[src/rtl/ovl_approx_adder.sv]
module ovl_approx_adder #(
  parameter int N = 16,
  parameter int K = 4
) (
  input  logic [N-1:0]     a_i,
  input  logic [N-1:0]     b_i,
  output logic [N-1:0]     sum_o,
  output logic             cout_o,
  output logic [N/K-2:0]   win_prop_o,
  output logic [N/K-2:0]   win_gen_o
);

  localparam int M = N / K - 1;

  assign sum_o[K-1:0] = a_i[K-1:0] + b_i[K-1:0];

  for (genvar i = 0; i < M; i++) begin : g_win
    logic [K-1:0] lo_a, lo_b, hi_a, hi_b;
    assign lo_a = a_i[i*K +: K];
    assign lo_b = b_i[i*K +: K];
    assign hi_a = a_i[(i+1)*K +: K];
    assign hi_b = b_i[(i+1)*K +: K];

    assign win_prop_o[i] = &(lo_a ^ lo_b);
    assign win_gen_o[i]  = lo_a > ~lo_b;

    if (i == M - 1) begin : g_top
      logic [K:0] hi;
      assign hi = {1'b0, hi_a} + {1'b0, hi_b} + {{K{1'b0}}, win_gen_o[i]};
      assign sum_o[(i+1)*K +: K] = hi[K-1:0];
      assign cout_o = hi[K];
    end else begin : g_mid
      assign sum_o[(i+1)*K +: K] = hi_a + hi_b + {{(K-1){1'b0}}, win_gen_o[i]};
    end
  end

endmodule

[config.mk]
export PLATFORM = sky130hd
export DESIGN_NAME = ovl_approx_adder
export DESIGN_NICKNAME = d
export VERILOG_FILES = /design/src/rtl/ovl_approx_adder.sv
export SDC_FILE = /design/constraint.sdc
export NUM_CORES = 1
export LEC_CHECK = 0
export BUFFER_PORTS_ARGS = -buffer_cell sky130_fd_sc_hd__clkbuf_2
export CORE_UTILIZATION = 40
export DETAILED_ROUTE_END_ITERATION = 8
export GPL_TIMING_DRIVEN = 1
export PLACE_DENSITY = 0.91
export SLEW_MARGIN = 25
export SYNTH_ARGS = -nofsm -noshare
export SYNTH_HDL_FRONTEND = slang
export SYNTH_SLANG_ARGS = --single-unit
[constraint.sdc]
create_clock -name vclk -period 3.5
set_input_delay 0.7 -clock vclk [all_inputs]
set_output_delay 0.7 -clock vclk [all_outputs]
set_load 0.05 [all_outputs]
**Word level (Yosys, flattened, before mapping)**

Cells that the tools add are included.

- Register bits after elaboration: 0
- Input bits: 32
- Output and inout port bits: 23

- $add $sub $neg: 7
- Magnitude comparators: 3
- Bitwise gates (word level): 6
- Reduce and logical (&&, ||, !) cells: 3

Operators by type and width:

| cell | count |
|---|---|
| 4-bit adder | 3 |
| 4-bit greater-than comparator | 3 |
| 4-bit inverter | 3 |
| 4-bit AND reduction | 3 |
| 4-bit bitwise XOR | 3 |
| 4-bit by 1-bit adder with 4-bit output | 2 |
| 4-bit by 4-bit adder with 5-bit output | 1 |
| 5-bit by 1-bit adder with 5-bit output | 1 |

**Depth between registers and ports, before layout**

Gate-level depths: netlist of the first run.

- Word-level depth: 3
- Depth in mapped cells: 10
- Depth with buffers taken out: 10

**Worst setup path after synthesis of the first run**

No wires, ideal clock.

- Kind: input to output
- Start: in a_i[0]
- End: out sum_o[6]
- Data arrival time: 3.262 ns
- Setup slack: -0.462 ns
- Cell stages on the path: 8
- Path buffers: 0
- Cell sequence: inv_1 > ha_1 > and4_2 > a21o_1 > fa_1 > inv_1 > fa_1 > xor2_1

- Cells in the longest elaborated chain, start to end: 2

RTL lines:

| item | line | source |
|---|---|---|
| from (decl) | 5 | `input logic [N-1:0] a_i,` |
| 4-bit greater-than comparator | 25 | `assign win_gen_o[i] = lo_a > ~lo_b;` |
| 4-bit by 1-bit adder with 4-bit output | 33 | `assign sum_o[(i+1)*K +: K] = hi_a + hi_b + {{(K-1){1'b0}}, win_gen_o[i]};` |
| to (decl) | 7 | `output logic [N-1:0] sum_o,` |

No other way between the ends.

**Final worst setup path of the first run**

- Start: in a_i[9]
- End: out cout_o

- Cells in the longest elaborated chain, start to end: 2

RTL lines:

| item | line | source |
|---|---|---|
| 4-bit greater-than comparator | 25 |  |
| 5-bit by 1-bit adder with 5-bit output | 29 | `assign hi = {1'b0, hi_a} + {1'b0, hi_b} + {{K{1'b0}}, win_gen_o[i]};` |
| to (decl) | 8 | `output logic cout_o,` |

No other way between the ends.

==> results.py, run 1 <==
metrics = {
    "outcome": {
        "status": "finished clean",
    },
    "final_layout": {
        "n_antenna_cell": 0,
        "final_area_mm2": 0.001140,
        "flops_and_latches": 0,
        "finish.utilization": 0.7394,
        "final_nets": 200,
        "area_delta_synth_final_pct": 67.16,
        "drive_gt1_frac": 0.5315,
        "clock_buffer_count": 0,
        "ff_latch_area_um2": 0,
    },
    "synth": {
        "avgSynthCellArea_um2": 8.524,
        "yosysUniqueCellTypes": 15,
        "syn_nets": 135,
        "syn_area_um2": 681.9,
        "synthCells": 80,
        "yosysWarningCount": 0,
        "seq_area_frac_synth": 0,
    },
    "drt": {
        "drt-initial-drc-count": 10,
        "totalWireLength_um": 1871,
        "dr.pass1.iters": 4,
        "vias": 807,
        "detail_route.vias_per_cell": 5.075,
        "remaining_drc_errors": 0,
        "ant_nets": 0,
        "wire_per_inst_um": 11.77,
    },
    "global_routing": {
        "grt_max_degree": 5,
        "grt_pass1_wl_um": 3015,
        "overflow": 0,
        "grt_pass1_vias": 802,
        "antenna_found_initial": 0,
        "grt.total_usage": 0.2023,
    },
    "die": {
        "ios": 55,
        "placement_rows": 14,
        "core_mm2": 0.001541,
        "fp.dieH_um": 43.29,
        "initial_core_util": 0.4424,
        "die-area_mm2": 0.001874,
        "die_x_um": 43.29,
    },
    "placement": {
        "dpl.hpwl_um": 1665,
        "place_congestion": 0.7324,
        "port_buffers": 55,
        "placed_cell_area_mm2": 0.001079,
    },
    "timing": {
        "setup_tns_ns": 0,
        "setup_viol": 0,
        "rsz0062_at_grt": "yes",
        "fmax_mhz": 291.1,
        "tightest_slew_ns": 0.2829,
        "slew-limit-headroom": 0.8122,
        "slew_viol_final": 0,
        "finalHoldViolCount": 0,
        "min_period_ns": 3.435,
        "fin_hold_ws_ns": 1.881,
        "period_share": 0.9814,
    },
    "pwr": {
        "p_sw_mw": 0.2652,
        "power.static_leakage_nw": 0.6763,
        "p_int_mw": 0.1229,
        "total_power_mw": 0.3881,
        "switching_share": 0.6834,
        "pwr-share-clk": 0,
        "seq_power_share": 0,
        "power_density_mw_per_mm2": 340.5,
        "irDropWorstVdd_mv": 0.2115,
        "combPwrFrac": 1.000,
    },
    "critical_path": {
        "crit_chain": "clkbuf_2, ha_4, nor2b_1, o211ai_1, a21o_1, fa_2, inv_1, fa_2, a21o_1, a21o_1, buf_8",
        "arrival_ns": 2.73,
        "cp.required_ns": 2.80,
        "cp-end-kind": "output port",
        "cpPeakStageDelay_ns": 0.33,
        "critPathMaxFanout": 2,
        "critical_path_class": "in -> out",
        "start_kind": "input port",
        "cp_slowest_cell": "fa_2",
        "crit_top_cell": "a21o_1",
    },
    "worst_hold_path": {
        "hp-class": "in -> out",
        "hold_depth": 4,
    },
    "run": {
        "cap_violations": 0,
    },
}
==> stage by stage <==
stage,setup slack (ns),instances
6_report,0.06510,159
5_1_grt,-0.05450,159
4_1_cts,0.005415,156
3_5_place_dp,-0.02980,156
3_3_place_gp,0.06250,156
2_1_floorplan,-0.01721,80
==> routing by layer <==
layer,GRT usage,share of wire,up-vias
li1,-,-,394
met1,0.2120,0.37,370
met2,0.4209,0.56,41
met3,0.01277,0.064,2
met4,0.04242,0.0053,0
met5,0,0,-
==> cells in the mapped netlist <==
cell type | n | area, µm²
nand3b_1 | 2 | 15.01
fa_1 | 7 | 140.1
xor2_1 | 6 | 52.55
a21oi_1 | 9 | 45.04
xnor2_1 | 2 | 17.52
o21ai_1 | 1 | 5.000
and4_2 | 1 | 10.01
ha_1 | 16 | 200.2
nand2_1 | 3 | 11.26
a21o_1 | 6 | 45.04
a21oi_2 | 1 | 8.760
inv_1 | 18 | 67.56
and4_4 | 2 | 22.52
o211ai_1 | 3 | 22.52
nor2b_1 | 3 | 18.77
==> critical path: cells and delay by family <==
family          cells  cell delay, ns
compound gates      4            0.78
fa+ha+maj           3            0.79
buf+inv             3            0.33
simple gates        1            0.13
==> timing repair <==
action / 4_1_cts / 5_1_grt
hold buffers: 0 / 0
setup endpoints to repair: 2 / 6
pin swaps: 0 / 4
gates resized for setup: 3 / 13
buffers inserted: 0 / 3
==> path summary, 6_finish.rpt <==
check,startpoint,to,slack [ns]
worst max-delay path,a_i[9],cout_o,0.07
worst min-delay path,b_i[15],cout_o,1.88
==> layout make-up <==
class / instances / area, µm²
inverters: 18 / 67.56
well taps: 16 / 20.02
multi-input cells: 62 / 695.7
fillers: 122 / 401.6
repair buffers: 63 / 356.6
==> power groups by stage <==
stage / clock [mW] / combinational, mW / sequential, mW
floorplan: 0 / 0.289 / 0
global placement: 0 / 0.362 / 0
detailed placement: 0 / 0.371 / 0
CTS: 0 / 0.376 / 0
global route: 0 / 0.413 / 0
finish: 0 / 0.388 / 0
==> cell usage in the layout (no fill, tap or decap), drive strengths merged <==
master | synthesis | routed
buf | 0 | 13
a21o | 6 | 6
xor2 | 6 | 6
xnor2 | 2 | 2
and4 | 3 | 3
o21ai | 1 | 1
nor2b | 3 | 3
nand3b | 2 | 2
nand2 | 3 | 3
inv | 18 | 18
ha | 16 | 16
clkbuf | 0 | 50
o211ai | 3 | 3
a21oi | 10 | 10
fa | 7 | 7
==> cell families after synthesis <==
group | Yosys count | synth area share
AO/OA/AOI/OAI | 20 | 0.1853
AND/OR/NAND/NOR | 11 | 0.1138
buffers and inverters | 18 | 0.09908
XOR/XNOR | 8 | 0.1028
adder cells (fa/ha/maj) | 23 | 0.4991
No activity file was read; power rests on OpenSTA's default activity.
==> inputs of run 2 (changes only) <==
ABC_CLOCK_PERIOD_IN_PS = 3500   (was unset)
BUFFER_PORTS_ARGS = unset   (was -buffer_cell sky130_fd_sc_hd__clkbuf_2)
CORE_UTILIZATION = 35   (was 40)
DONT_BUFFER_PORTS = 1   (was unset)
PLACE_DENSITY = 0.58   (was 0.91)
==> results.py, run 2 (synthesis gave the netlist of run 1 again) <==
metrics = {
    "timing": {
        "worst_slack_ns": 0.1113,
        "period_share": 0.9682,
        "fmax_mhz": 295.1,
        "rsz0062_at_grt": "no",
        "finalHoldViolCount": 0,
        "setup_viol": 0,
        "slew_viol_final": 0,
        "tightest_slew_ns": 0.5057,
        "slew-limit-headroom": 0.6625,
        "min_period_ns": 3.389,
    },
    "placement": {
        "port_buffers": 0,
        "dpl_worst_slack_ns": 0.07577,
        "dpl.hpwl_um": 1427,
        "place_congestion": 0.7300,
    },
    "pwr": {
        "p_sw_mw": 0.2585,
        "switching_share": 0.6270,
        "power.static_leakage_nw": 0.5237,
        "p_int_mw": 0.1538,
        "total_power_mw": 0.4123,
        "seq_power_share": 0,
        "irDropWorstVdd_mv": 0.1974,
        "combPwrFrac": 1.000,
        "power_density_mw_per_mm2": 411.9,
        "pwr-share-clk": 0,
    },
    "drt": {
        "drt-initial-drc-count": 2,
        "dr_wl_met3_um": 58,
        "routed-wl-met2_um": 883,
        "ant_nets": 0,
        "detail_route.vias_per_cell": 5.057,
        "topRoutingLayerUsed": "met3",
        "totalWireLength_um": 1460,
        "dr.pass1.iters": 2,
        "wire_per_inst_um": 11.87,
        "remaining_drc_errors": 0,
        "wl_met1_um": 518,
        "vias": 622,
    },
    "clock_network": {
        "postCtsHoldBufs": 0,
    },
    "final_layout": {
        "n_antenna_cell": 0,
        "mostFrequentLayoutCell": "inv_1",
        "clock_buffer_count": 0,
        "flops_and_latches": 0,
        "final_cell_mix": "inv_1, ha_1, buf_4",
        "ff_latch_area_um2": 0,
        "final_nets": 155,
        "area_delta_synth_final_pct": 46.79,
        "drive_gt1_frac": 0.2959,
        "finish.utilization": 0.5614,
    },
    "die": {
        "die_x_um": 46.14,
        "fp.dieH_um": 46.14,
        "ios": 55,
        "initial_core_util": 0.3825,
        "core_mm2": 0.001783,
        "placement_rows": 15,
        "die-area_mm2": 0.002129,
    },
    "global_routing": {
        "grt_pass1_wl_um": 2235,
        "grt.total_usage": 0.1371,
        "overflow": 0,
        "antenna_found_initial": 0,
        "grt_pass1_vias": 582,
        "grt_max_degree": 6,
    },
    "critical_path": {
        "cp.required_ns": 2.80,
        "arrival_ns": 2.69,
        "cp-end-kind": "output port",
        "start_kind": "input port",
        "critPathMaxFanout": 3,
        "critical_path_class": "in -> out",
    },
    "worst_hold_path": {
        "hp-class": "in -> out",
    },
    "run": {
        "cap_violations": 0,
    },
    "outcome": {
        "status": "finished clean",
    },
}
-- run 2: power by group through the flow --
stage	sequential [mW]	clock (mW)	combinational (mW)
after floorplan	0	0	0.289
after global placement	0	0	0.410
after detailed placement	0	0	0.415
after CTS	0	0	0.416
after global routing	0	0	0.434
final	0	0	0.412
-- run 2: per-layer routing --
layer,vias to the layer above,track usage
met4,0,0
met3,0,0
li1,303,-
met2,21,0.3014
met1,298,0.1483
met5,-,0
-- run 2: path summary, 6_finish.rpt --
| check | start | end | slack (ns) | cells after the start |
|---|---|---|---|---|
| worst max-delay path | a_i[9] | cout_o | 0.11 | 9 |
| worst min-delay path | b_i[9] | sum_o[9] | 1.75 | 2 |
-- run 2: cell type report --
type | count | area (µm²)
multi-input combinational | 62 | 679.4
fill | 173 | 782.0
inverter | 18 | 67.56
tap | 25 | 31.28
timing repair buffer | 18 | 222.7
-- run 2: repair_timing --
action,CTS,global route
setup buffers,0,0
setup endpoints to repair,0,1
resized for setup,0,1
-- run 2: critical path, stage by stage --
cell      delay (ns)
ha_1            0.31
nor2b_1         0.14
o211ai_1        0.20
a21o_1          0.16
fa_1            0.19
inv_1           0.06
fa_1            0.42
a21o_1          0.20
a21o_2          0.31
-- run 2: stage by stage --
step	std cells	hold WS (ns)	cell area (µm²)	TNS [ns]
finish	123	1.753	1001	0
floorplan	80	1.759	745.7	-0.01721
global route	123	1.764	1001	0
global placement	123	1.752	999.7	0
CTS	123	1.755	999.7	0
detailed placement	123	1.755	999.7	0
